===== src/rtl/tsv_seq_pkg.sv =====
package tsv_seq_pkg;
  localparam int N_TSV   = 6;
  localparam int N_SESS  = 4;
  localparam int MAX_ACT = 3;
  localparam int CNT_W   = 7;

  typedef enum logic [2:0] {
    S_IDLE, S_ENABLE, S_WAIT, S_SAMPLE, S_NEXT, S_DECODE, S_DONE
  } state_e;

  // bit k = via k+1
  function automatic logic [N_TSV-1:0] sess_mask(input int unsigned idx);
    case (idx)
      0:       return 6'b000111;
      1:       return 6'b011001;
      2:       return 6'b101010;
      default: return 6'b110100;
    endcase
  endfunction

  // charge wait at 100 MHz, by number of vias charging together
  function automatic int unsigned charge_cycles(input int unsigned n_act);
    case (n_act)
      1:       return 80;
      2:       return 53;
      3:       return 42;
      default: return 38;
    endcase
  endfunction
endpackage


===== src/rtl/tsv_session_table.sv =====
module tsv_session_table #(
  parameter int N_TSV  = tsv_seq_pkg::N_TSV,
  parameter int N_SESS = tsv_seq_pkg::N_SESS,
  localparam int IDX_W  = $clog2(N_SESS),
  localparam int SIZE_W = $clog2(N_TSV + 1)
) (
  input  logic [IDX_W-1:0]  idx_i,
  output logic [N_TSV-1:0]  mask_o,
  output logic [SIZE_W-1:0] size_o
);
  always_comb begin
    mask_o = tsv_seq_pkg::sess_mask(32'(idx_i));
    size_o = '0;
    for (int i = 0; i < N_TSV; i++) size_o = size_o + SIZE_W'(mask_o[i]);
  end
endmodule


===== src/rtl/tsv_charge_timer.sv =====
module tsv_charge_timer #(
  parameter int CNT_W  = tsv_seq_pkg::CNT_W,
  parameter int SIZE_W = 3
) (
  input  logic              clk_i,
  input  logic              rst_ni,
  input  logic              load_i,
  input  logic [SIZE_W-1:0] size_i,
  output logic              last_o
);
  logic [CNT_W-1:0] cnt_q;

  always_ff @(posedge clk_i or negedge rst_ni) begin
    if (!rst_ni)             cnt_q <= '0;
    else if (load_i)         cnt_q <= CNT_W'(tsv_seq_pkg::charge_cycles(32'(size_i)) - 1);
    else if (cnt_q != '0)    cnt_q <= cnt_q - 1'b1;
  end

  assign last_o = (cnt_q == '0);
endmodule


===== src/rtl/tsv_fault_resolver.sv =====
module tsv_fault_resolver #(
  parameter int N_TSV = tsv_seq_pkg::N_TSV
) (
  input  logic             clk_i,
  input  logic             rst_ni,
  input  logic             clear_i,
  input  logic             commit_i,
  input  logic             pass_i,
  input  logic [N_TSV-1:0] mask_i,
  input  logic             decode_i,
  output logic [N_TSV-1:0] fault_o
);
  logic [N_TSV-1:0] good_q;
  logic [N_TSV-1:0] fault_q;

  for (genvar g = 0; g < N_TSV; g++) begin : g_tsv
    always_ff @(posedge clk_i or negedge rst_ni) begin
      if (!rst_ni)                              good_q[g] <= 1'b0;
      else if (clear_i)                         good_q[g] <= 1'b0;
      else if (commit_i && pass_i && mask_i[g]) good_q[g] <= 1'b1;
    end

    // any passing session exonerates the via
    always_ff @(posedge clk_i or negedge rst_ni) begin
      if (!rst_ni)       fault_q[g] <= 1'b0;
      else if (decode_i) fault_q[g] <= ~good_q[g];
    end
  end

  assign fault_o = fault_q;
endmodule


===== src/rtl/tsv_session_seq.sv =====
module tsv_session_seq #(
  parameter int N_TSV  = tsv_seq_pkg::N_TSV,
  parameter int N_SESS = tsv_seq_pkg::N_SESS,
  parameter int CNT_W  = tsv_seq_pkg::CNT_W
) (
  input  logic             clk_i,
  input  logic             rst_ni,
  input  logic             start_i,
  input  logic             pass_i,
  output logic [N_TSV-1:0] tsv_en_o,
  output logic             busy_o,
  output logic [N_TSV-1:0] fault_map_o,
  output logic             done_o
);
  import tsv_seq_pkg::*;

  localparam int IDX_W  = $clog2(N_SESS);
  localparam int SIZE_W = $clog2(N_TSV + 1);
  localparam logic [IDX_W-1:0] LAST_IDX = IDX_W'(N_SESS - 1);

  state_e            state_q, state_d;
  logic [IDX_W-1:0]  idx_q;
  logic [N_TSV-1:0]  mask;
  logic [SIZE_W-1:0] size;
  logic              pass_q;
  logic              timer_last;
  logic              launch;

  tsv_session_table #(.N_TSV(N_TSV), .N_SESS(N_SESS)) u_table (
    .idx_i  (idx_q),
    .mask_o (mask),
    .size_o (size)
  );

  tsv_charge_timer #(.CNT_W(CNT_W), .SIZE_W(SIZE_W)) u_timer (
    .clk_i  (clk_i),
    .rst_ni (rst_ni),
    .load_i (state_q == S_ENABLE),
    .size_i (size),
    .last_o (timer_last)
  );

  assign launch = start_i && (state_q == S_IDLE || state_q == S_DONE);

  tsv_fault_resolver #(.N_TSV(N_TSV)) u_resolver (
    .clk_i    (clk_i),
    .rst_ni   (rst_ni),
    .clear_i  (launch),
    .commit_i (state_q == S_SAMPLE),
    .pass_i   (pass_q),
    .mask_i   (mask),
    .decode_i (state_q == S_DECODE),
    .fault_o  (fault_map_o)
  );

  always_comb begin
    state_d = state_q;
    unique case (state_q)
      S_IDLE, S_DONE: if (launch) state_d = S_ENABLE;
      S_ENABLE:       state_d = S_WAIT;
      S_WAIT:         if (timer_last) state_d = S_SAMPLE;
      S_SAMPLE:       state_d = S_NEXT;
      S_NEXT:         state_d = (idx_q == LAST_IDX) ? S_DECODE : S_ENABLE;
      S_DECODE:       state_d = S_DONE;
      default:        state_d = S_IDLE;
    endcase
  end

  always_ff @(posedge clk_i or negedge rst_ni) begin
    if (!rst_ni) begin
      state_q <= S_IDLE;
      idx_q   <= '0;
      pass_q  <= 1'b0;
    end else begin
      state_q <= state_d;
      if (launch)                                     idx_q <= '0;
      else if (state_q == S_NEXT && idx_q != LAST_IDX) idx_q <= idx_q + 1'b1;
      if (state_q == S_WAIT && timer_last)            pass_q <= pass_i;
    end
  end

  // SAMPLE and NEXT drop enables: discharge gap
  assign tsv_en_o = (state_q == S_ENABLE || state_q == S_WAIT) ? mask : '0;
  assign busy_o   = !(state_q == S_IDLE || state_q == S_DONE);
  assign done_o   = (state_q == S_DONE);
endmodule


===== config.mk =====
export PLATFORM = sky130hd
export DESIGN_NAME = tsv_session_seq
export DESIGN_NICKNAME = d
export VERILOG_FILES = /design/src/rtl/tsv_seq_pkg.sv /design/src/rtl/tsv_session_table.sv /design/src/rtl/tsv_charge_timer.sv /design/src/rtl/tsv_fault_resolver.sv /design/src/rtl/tsv_session_seq.sv
export SDC_FILE = /design/constraint.sdc
export NUM_CORES = 1
export LEC_CHECK = 0
export BUFFER_PORTS_ARGS = -buffer_cell sky130_fd_sc_hd__buf_2
export CAP_MARGIN = 20
export CORE_MARGIN = 3
export CORE_UTILIZATION = 35
export DETAILED_ROUTE_END_ITERATION = 6
export PLACE_DENSITY_LB_ADDON = 0.12
export SLEW_MARGIN = 20
export SYNTH_ARGS = -nofsm -noshare
export SYNTH_HDL_FRONTEND = slang
export SYNTH_SLANG_ARGS = --single-unit

===== constraint.sdc =====
create_clock -name clk_i -period 2.3 [get_ports clk_i]
set_input_delay 0.23 -clock clk_i [delete_from_list [all_inputs] [get_ports clk_i]]
set_output_delay 0.23 -clock clk_i [all_outputs]
set_load 0.05 [all_outputs]

==> impl_metrics.yaml, run 1 <==
outcome:
  status: "complete, no violations"
yosys:
  yosysTopAreaCell: "dfrtp_1"
  yosysMostFrequentCell: "dfrtp_1"
  yosysWarnings: 0
  yosysSeqAreaShare_pct: 47.1
  ys_top_cells_by_area: "dfrtp_1 (47%), nor2_1 (5.7%), a21oi_1 (4.9%)"
  synthArstFlopShare_pct: 100
  synthCells: 139
  syn-num-nets: 148
  synth_top_area_share_pct: 47.1
  synth_cell_type_count: 40
  avgSynthCellArea_um2: 9.55
  ys_ff_latch: 25
  synth_edf_count: 0
  netlist_top_cells_count: "dfrtp_1 (25), nor2_1 (20), a21oi_1 (13)"
  netlist_area_um2: 1330
  ys.flop_type: "dfrtp_1"
clock_tree:
  cts_tree: "done"
  cts_buffer_depth: 2
  numCtsBuffers: 3
  clkTransAtPathRegs_ps: 90
  clk_latency_ps: 270
  cts.htree.levels: 1
  cts_sinks: 25
  cts-root-buf: "clkbuf_8"
sta:
  holdWs_ps: 163
  finalCritPeriodShare_pct: 94.3
  hold_viol: 0
  setup_violations: 0
  rsz0062_at_grt: "no"
  drv_slew: 0
  tightest_slew_ps: 563
  period_minus_slack_ps: 2170
  skew_ps: 3.41
  fmax_ghz: 0.461
  finalSetupTns_ps: 0
  max-slew-margin-rel_pct: 62.4
power_and_ir_drop:
  swShare_pct: 50.7
  p_total_mw: 2.38
  p_int_mw: 1.17
  ir_drop_v: 0.000575
  p_leak_nw: 0.691
  power_density_nw_per_um2: 1540
  pwr-share-clk_pct: 11.4
  p_comb_share_pct: 57.3
  seqPwrFrac_pct: 31.4
  p_sw_mw: 1.21
setup_path:
  crit_arrival_ps: 2380
  start_kind: "flip-flop"
  path_cells: "buf_4, nor3b_2, nor2_1, ha_2, or3b_4, or4b_1, a21oi_2"
  crit_type: "flip-flop to flip-flop"
  crit_required_ps: 2510
  slowest_stage: "or4b_1"
  cp_slowest_stage_delay_ps: 530
  crit_path_end_kind: "flip-flop"
  crit_fanout: 12
global_route:
  grt_max_degree: 26
  grt_overflow_total: 0
  grtUsageTotal_pct: 13.3
  grt_pass1_vias: 1003
  antenna_found_initial: 0
  grt_first_pass_wirelength_um: 4510
floorplan:
  num_io_pins: 18
  die_x_um: 67.6
  num_rows: 21
  die_height_um: 67.6
  die-area_um2: 4570
  core-area_um2: 3490
  start_util_pct: 38.0
drt:
  via_per_inst: 4.96
  wirelength_um: 2590
  vias: 1027
  drtPass1Iterations: 4
  drc_errors: 0
  ant_nets: 0
  drtIter0Drc: 26
  wire_per_inst_um: 12.5
finish:
  n_antenna_cell: 0
  fin_util_pct: 44.2
  fin_nets: 171
  drive_gt1_share_pct: 22.4
  fin_area_um2: 1540
  synthToLayoutAreaGrowth_pct: 16.3
placed_design:
  gp_congestion: 0.804
  portBuffers: 17
  dpl.hpwl_um: 1940
  dpl_cell_area_um2: 1480
hold_path:
  hold_class: "primary input to flip-flop"
run:
  maxCapViolCount: 0
==> layout make-up <==
| class | count | area (um2) |
|---|---|---|
| fill | 359 | 1950 |
| multi-input combinational | 101 | 649 |
| sequential | 25 | 626 |
| timing repair buffer | 23 | 133 |
| tap | 46 | 57.6 |
| clock buffer | 3 | 41.3 |
| inverter | 8 | 30.0 |
| clock inverter | 1 | 7.51 |
==> cells in the final DEF (no fill, tap or decap), types with 3 or more instances in the layout <==
| master | synthesis | routed |
|---|---|---|
| nand2_1 | 10 | 10 |
| inv_1 | 7 | 7 |
| dfrtp_1 | 25 | 25 |
| o21ai_0 | 3 | 3 |
| ha_1 | 5 | 4 |
| nor2b_1 | 3 | 3 |
| buf_2 | 2 | 17 |
| buf_4 | 0 | 5 |
| o21ai_1 | 11 | 11 |
| a21oi_1 | 13 | 12 |
| clkbuf_8 | 0 | 3 |
| nor2_1 | 20 | 20 |
| and2_1 | 4 | 4 |
| or3_1 | 3 | 3 |
==> routing by layer <==
layer	up-vias	share of wire (%)	track usage [%]
li1	526	-	-
met1	484	49	16.9
met2	13	46	20.7
met3	4	3.6	3.99
met4	0	1.5	6.08
met5	-	0	0
==> final timing paths <==
check                                     start               endpoint  slack, ps  depth (start not counted)
hold / removal                           pass_i                 pass_q        160                          2
hold reg to reg            u_resolver.good_q[5]  u_resolver.fault_o[5]        450                          1
min in group asynchronous                rst_ni       u_timer.cnt_q[0]        470                          2
max in group asynchronous                rst_ni       u_timer.cnt_q[3]       1460                          2
setup reg to reg                     state_q[0]       u_timer.cnt_q[6]        130                          7
setup / recovery                     state_q[0]       u_timer.cnt_q[6]        130                          7
==> power groups by stage <==
stage	Clock, mW	Sequential (mW)	Combinational, mW
6_report	0.271	0.746	1.36
2_1_floorplan	0	0.920	0.887
5_1_grt	0.300	0.777	1.50
3_5_place_dp	0	0.758	1.37
3_3_place_gp	0	0.753	1.35
4_1_cts	0.285	0.750	1.37
==> cell families after synthesis <==
group,synth area share (%)
adders and majority gates,4.71
buffers and inverters,4.43
and+or+nand+nor,26.3
DFF,47.1
xor gates and xnor gates,0.660
AOI/OAI and AO/OA,15.2
muxes,1.60
==> sequential cells by signal, indices dropped and copies added (netlist names) <==
register / cells
u_resolver.good_q: 6
pass_q: 1
u_resolver.fault_o: 6
state_q: 3
idx_q: 2
u_timer.cnt_q: 7
==> timing repair <==
| item | in CTS | in global routing |
|---|---|---|
| gates resized for setup | 0 | 2 |
| endpoints found under the hold margin | 25 | 0 |
| hold buffers | 1 | 0 |
| buffers inserted | 0 | 0 |
| setup endpoints to repair | 0 | 1 |
==> worst max-delay path: cells and delay by family, from the launching register on <==
kind,cells,cell delay [ps]
buf+inv,1,170
fa+ha+maj,1,190
compound gates,1,130
simple gates,4,1220
flops,1,380
==> per-stage QoR <==
step | cells | setup slack [ps]
after floorplan | 139 | 165
after global placement | 202 | 215
after detailed placement | 202 | 164
after CTS | 207 | 159
after global routing | 207 | 6.32
final | 207 | 132
No activity file was read; power rests on OpenSTA's default activity.
==> run 2: changes to the inputs <==
--- a/config.mk
+++ b/config.mk
@@ -7,10 +7,13 @@
 export LEC_CHECK = 0
 export BUFFER_PORTS_ARGS = -buffer_cell sky130_fd_sc_hd__buf_2
 export CAP_MARGIN = 20
+export CELL_PAD_IN_SITES_DETAIL_PLACEMENT = 0
+export CELL_PAD_IN_SITES_GLOBAL_PLACEMENT = 1
 export CORE_MARGIN = 3
 export CORE_UTILIZATION = 35
 export DETAILED_ROUTE_END_ITERATION = 6
 export PLACE_DENSITY_LB_ADDON = 0.12
+export RECOVER_POWER = 25
 export SLEW_MARGIN = 20
 export SYNTH_ARGS = -nofsm -noshare
 export SYNTH_HDL_FRONTEND = slang
==> run 2 against run 1 <==
  * Combinational power barely moved
  * Non-clock buffer count unchanged
  * Core utilization decreased by 0.21 points
  * Clock power fell by 3%
  * Cell count stayed put
  * Clock skew decreased by 1.9 ps
  * Total power decreased by 0.16%
  * Hold slack improved by 15 ps
  * Setup slack better by 30 ps
  * Routed wire length grew 0.23%
  * Clock-buffer cell count did not move
  * Critical path type unchanged
==> impl_metrics.yaml, run 2 (synthesis results as in run 1) <==
outcome:
  status: "complete, no violations"
sta:
  max-slew-margin-rel_pct: 10.3
  holdWs_ps: 178
  fmax_ghz: 0.468
  finalCritPeriodShare_pct: 93.0
  skew_ps: 1.49
  period_minus_slack_ps: 2140
  drv_slew: 0
  finalSetupTns_ps: 0
  rsz0062_at_grt: "no"
  setup_violations: 0
  hold_viol: 0
  tightest_slew_ps: 1350
floorplan:
  die_height_um: 67.6
  num_io_pins: 18
  die_x_um: 67.6
  core-area_um2: 3490
  die-area_um2: 4570
  start_util_pct: 38.0
  num_rows: 21
hold_path:
  hp-start: "pass_i"
  hold_class: "primary input to flip-flop"
global_route:
  grtUsageTotal_pct: 13.6
  grt_max_degree: 26
  antenna_found_initial: 0
  grt_first_pass_wirelength_um: 4590
  grt_overflow_total: 0
  grt_pass1_vias: 1006
drt:
  ant_nets: 0
  wire_per_inst_um: 12.5
  via_per_inst: 4.95
  drc_errors: 0
  wirelength_um: 2600
  vias: 1024
  drtIter0Drc: 44
  drtPass1Iterations: 4
finish:
  fin_nets: 171
  largest_reg_flops: 7
  synthToLayoutAreaGrowth_pct: 15.7
  regMostFlops: "u_timer.cnt_q"
  drive_gt1_share_pct: 20.5
  n_antenna_cell: 0
  final_cell_mix: "dfrtp_1 (25), nor2_1 (20), buf_2 (16)"
  final_common_cell: "dfrtp_1"
  fin_area_um2: 1540
setup_path:
  cp-startpoint: "state_q[1]"
  r2r-start: "state_q[1]"
  start_kind: "flip-flop"
  crit_fanout: 4
  setup.worst_path.end: "u_timer.cnt_q[6]"
  r2r_end: "u_timer.cnt_q[6]"
  crit_required_ps: 2500
  r2r_cells: 6
  crit_type: "flip-flop to flip-flop"
  r2r_slack_ps: 160
  crit_arrival_ps: 2340
  crit_path_end_kind: "flip-flop"
placed_design:
  dpl_cell_area_um2: 1480
  dpl.hpwl_um: 1970
  gp_congestion: 0.770
  portBuffers: 17
clock_tree:
  cts_buffer_depth: 2
  cts-root-buf: "clkbuf_8"
  cts_sinks: 25
  cts.htree.levels: 1
  numCtsBuffers: 3
  clk_latency_ps: 270
  cts_tree: "done"
  cts_setup_buffers: 0
  clkTransAtPathRegs_ps: 90
  cts_resized: 0
power_and_ir_drop:
  power_density_nw_per_um2: 1550
  ir_drop_v: 0.000627
  p_leak_nw: 0.690
run:
  maxCapViolCount: 0
-- run 2: power by group --
part | total, mW | internal, mW | switching (mW) | leakage [nW]
Combinational | 1.36 | 0.431 | 0.926 | 0.351
Sequential | 0.754 | 0.614 | 0.140 | 0.317
Clock | 0.264 | 0.123 | 0.141 | 0.0217
Total | 2.37 | 1.17 | 1.21 | 0.690
-- run 2: through the flow --
| stage | utilization, % | power, mW | std cells | worst slack [ps] |
|---|---|---|---|---|
| 6_report | 44.0 | 2.37 | 207 | 162 |
| 3_5_place_dp | 42.3 | 2.13 | 202 | 183 |
| 5_1_grt | 44.0 | 2.57 | 207 | 74.7 |
| 2_1_floorplan | - | 1.81 | 139 | 165 |
| 3_3_place_gp | 42.3 | 2.11 | 202 | 214 |
| 4_1_cts | 44.0 | 2.40 | 207 | 162 |
-- run 2: what timing repair did --
item,in CTS,in global routing
hold buffers,1,0
endpoints found under the hold margin,25,0
setup endpoints to repair,0,0
-- run 2: routing by layer --
layer / share of wire (%) / track usage (%) / vias up
li1: - / - / 526
met1: 49 / 17.3 / 480
met2: 47 / 21.7 / 16
met3: 3.7 / 3.49 / 2
met4: 0.65 / 5.32 / 0
met5: 0 / 0 / -
-- run 2: worst max-delay path: stages, from the launching register on --
cell     delay, ps
dfrtp_1        380
or3b_1         390
nand2_1         80
ha_1           180
or3b_4         410
or4b_1         500
a21oi_1        130
-- run 2: cell type report --
cell class,count,area [um2]
Clock buffer,3,41.3
Clock inverter,1,7.51
Fill cell,355,1960
Inverter,8,30.0
Multi-Input combinational cell,101,643
Sequential cell,25,626
Tap cell,46,57.6
Timing Repair Buffer,23,131
-- run 2: how the worst min path moves through the flow --
stage / endpoint / depth (start not counted)
after CTS: pass_q / 2
after global placement: u_timer.cnt_q[5] / 1
final: pass_q / 2
after global routing: pass_q / 2
after floorplan: idx_q[0] / 0
after detailed placement: u_timer.cnt_q[5] / 1
==> run 3: changes to the inputs <==
--- a/config.mk
+++ b/config.mk
@@ -5,8 +5,9 @@
 export SDC_FILE = /design/constraint.sdc
 export NUM_CORES = 1
 export LEC_CHECK = 0
+export ABC_AREA = 1
 export BUFFER_PORTS_ARGS = -buffer_cell sky130_fd_sc_hd__buf_2
-export CAP_MARGIN = 20
+export CAP_MARGIN = 5
 export CELL_PAD_IN_SITES_DETAIL_PLACEMENT = 0
 export CELL_PAD_IN_SITES_GLOBAL_PLACEMENT = 1
 export CORE_MARGIN = 3
==> constraint.sdc (replaced) <==
create_clock -name clk_i -period 2.3 [get_ports clk_i]
set_input_delay 0.23 -clock clk_i [delete_from_list [all_inputs] [get_ports clk_i]]
set_output_delay 0.23 -clock clk_i [all_outputs]
set_load 0.005 [all_outputs]
==> run 3 against run 2 <==
  * Clock-buffer cell count stayed put
  * First-iteration DRC count up 110%
  * Maximum frequency is 19% higher
  * Core utilization down 0.65 points
  * Via count grew 12%
  * Global-route usage is 0.67 points higher
  * Synthesized cell count up 26%
  * Hold slack better by 32 ps
  * Total power fell by 12%
  * Non-clock buffer count down 5
  * Die area up 1.1%
==> impl_metrics.yaml, run 3 <==
outcome:
  status: "complete, no violations"
sta:
  worst_slack_ps: 510
  rsz0062_at_grt: "no"
  max-slew-margin-rel_pct: 12.3
  setup_violations: 0
  finalCritPeriodShare_pct: 77.8
  tightest_slew_ps: 1320
  fmax_ghz: 0.559
  skew_ps: 2.49
  finalSetupTns_ps: 0
  hold_viol: 0
  drv_slew: 0
  period_minus_slack_ps: 1790
clock_tree:
  cts_sinks: 25
  numCtsBuffers: 3
  cts_tree: "done"
  cts_resized: 0
  hold_buffers: 1
  cts_setup_buffers: 0
  cts.htree.levels: 1
  clk_latency_ps: 260
  cts_buffer_depth: 2
  cts-root-buf: "clkbuf_8"
  clkTransAtPathRegs_ps: 80
setup_path:
  path_cells: "inv_2, nand2_1, nor2_2, inv_2, nand2_1, inv_2, a21oi_1, buf_2"
  crit_path_frequent_cell: "inv_2"
  crit_fanout: 6
  crit_type: "flip-flop to output port"
  r2r-start: "state_q[1]"
  cp-startpoint: "state_q[2]"
  start_kind: "flip-flop"
  crit_path_end_kind: "output port"
  slowest_stage: "dfrtp_1"
  cp_slowest_stage_delay_ps: 440
  crit_required_ps: 2070
  crit_arrival_ps: 1560
drt:
  drc_errors: 0
  ant_nets: 0
  drtIter0Drc: 93
  vias: 1148
  wire_per_inst_um: 11.4
  wirelength_um: 2740
  via_per_inst: 4.76
  drtPass1Iterations: 4
yosys:
  yosys.area_share.simple_pct: 25.5
  netlist_area_um2: 1340
  yosysMostFrequentCell: "nand2_1"
  synthCells: 175
  ys_ff_latch: 25
  yosysTopAreaCell: "dfrtp_1"
  syn-num-nets: 184
  synth_edf_count: 0
  synth_xor_area_share_pct: 0
  avgSynthCellArea_um2: 7.68
  yosysSeqAreaShare_pct: 46.6
  synth_top_family_by_area: "simple AND/OR/NAND/NOR gates"
  ys.flop_type: "dfrtp_1"
  yosysWarnings: 0
  synthArstFlopShare_pct: 100
  synth_compound_area_share_pct: 12.0
  muxShareOfSynthArea_pct: 0
  ys_top_cells_by_area: "dfrtp_1 (47%), nand2_1 (8.7%), inv_1 (7.5%)"
  synth_fa_ha_area_share_pct: 4.66
  synth_top_area_share_pct: 46.6
  netlist_top_cells_count: "nand2_1 (31), inv_1 (27), dfrtp_1 (25)"
  synth_cell_type_count: 23
placed_design:
  dpl.cell_count: 236
  dpl.hpwl_um: 2200
  gp_congestion: 0.830
  dp_slack_ps: 694
  portBuffers: 17
floorplan:
  num_io_pins: 18
  die_height_um: 68.0
  start_util_pct: 38.2
  die_x_um: 68.0
  num_rows: 21
  die-area_um2: 4620
  core-area_um2: 3520
finish:
  regMostFlops: "u_timer.cnt_q"
  final_common_cell: "nand2_1"
  drive_gt1_share_pct: 17.9
  largest_reg_flops: 7
  final_cell_mix: "nand2_1 (31), inv_1 (27), dfrtp_1 (25)"
  fin_nets: 205
  fillers: 383
  n_antenna_cell: 0
  synthToLayoutAreaGrowth_pct: 13.5
  final_cells: 241
global_route:
  grt_max_degree: 26
  antenna_found_initial: 0
  grt_first_pass_wirelength_um: 4940
  grt_overflow_total: 0
  grtUsageTotal_pct: 14.2
  grt_pass1_vias: 1052
power_and_ir_drop:
  ir_drop_v: 0.000594
  p_leak_nw: 0.850
  power_density_nw_per_um2: 1380
hold_path:
  hold_class: "primary input to flip-flop"
  hp-start: "start_i"
run:
  maxCapViolCount: 0
-- run 3: where the power goes --
part | leakage (nW) | internal, mW | total [mW] | switching (mW)
registers | 0.313 | 0.638 | 0.779 | 0.141
clock network | 0.0255 | 0.121 | 0.255 | 0.134
logic | 0.512 | 0.397 | 1.07 | 0.669
total | 0.850 | 1.16 | 2.10 | 0.944
-- run 3: kinds of logic (layout without fill, tap and decap cells) --
group	after synthesis	after routing
adder cells (fa/ha/maj)	5	5
AO/OA/AOI/OAI	30	30
AND/OR/NAND/NOR	77	77
buffers and inverters	38	58
flip-flops	25	25
-- run 3: layout make-up --
cell class / instances / area (um2) / share of cell area (%)
multi-input combinational: 112 / 567 / 37.2
clock buffer: 3 / 41.3 / 2.71
clock inverter: 1 / 5.00 / 0.328
inverter: 36 / 135 / 8.86
sequential: 25 / 626 / 41.0
timing repair buffer: 18 / 93.8 / 6.15
tap: 46 / 57.6 / 3.77
-- run 3: routing by layer --
layer | track usage [%] | up-vias | routed length, um
met3 | 4.11 | 2 | 109
li1 | - | 591 | -
met5 | 0 | - | 0
met1 | 19.7 | 535 | 1340
met4 | 3.47 | 0 | 14
met2 | 21.8 | 20 | 1280
-- run 3: stage by stage --
step	hold WS [ps]	instance area (um2)	utilization [%]	power (mW)
2_1_floorplan	-65.6	1340	-	1.55
3_3_place_gp	254	1470	41.8	1.84
3_5_place_dp	256	1470	41.8	1.87
4_1_cts	204	1530	43.4	2.13
5_1_grt	213	1530	43.3	2.35
6_report	210	1530	43.3	2.10
-- run 3: final timing paths --
| kind | end | slack [ps] | cells past startpoint |
|---|---|---|---|
| setup / recovery | tsv_en_o[0] | 510 | 8 |
| hold / removal | state_q[2] | 210 | 2 |
| setup reg to reg | u_timer.cnt_q[6] | 670 | 9 |
| hold reg to reg | u_resolver.fault_o[5] | 460 | 1 |
| max in group asynchronous | idx_q[1] | 750 | 2 |
| min in group asynchronous | u_resolver.fault_o[0] | 780 | 2 |
-- run 3: critical path, delay by kind of cell, from the launching register on --
family                 cells  cell delay [ps]
flip-flops                 1              440
buffers and inverters      4              350
AND/OR/NAND/NOR            3              380
AO/OA/AOI/OAI              1              120
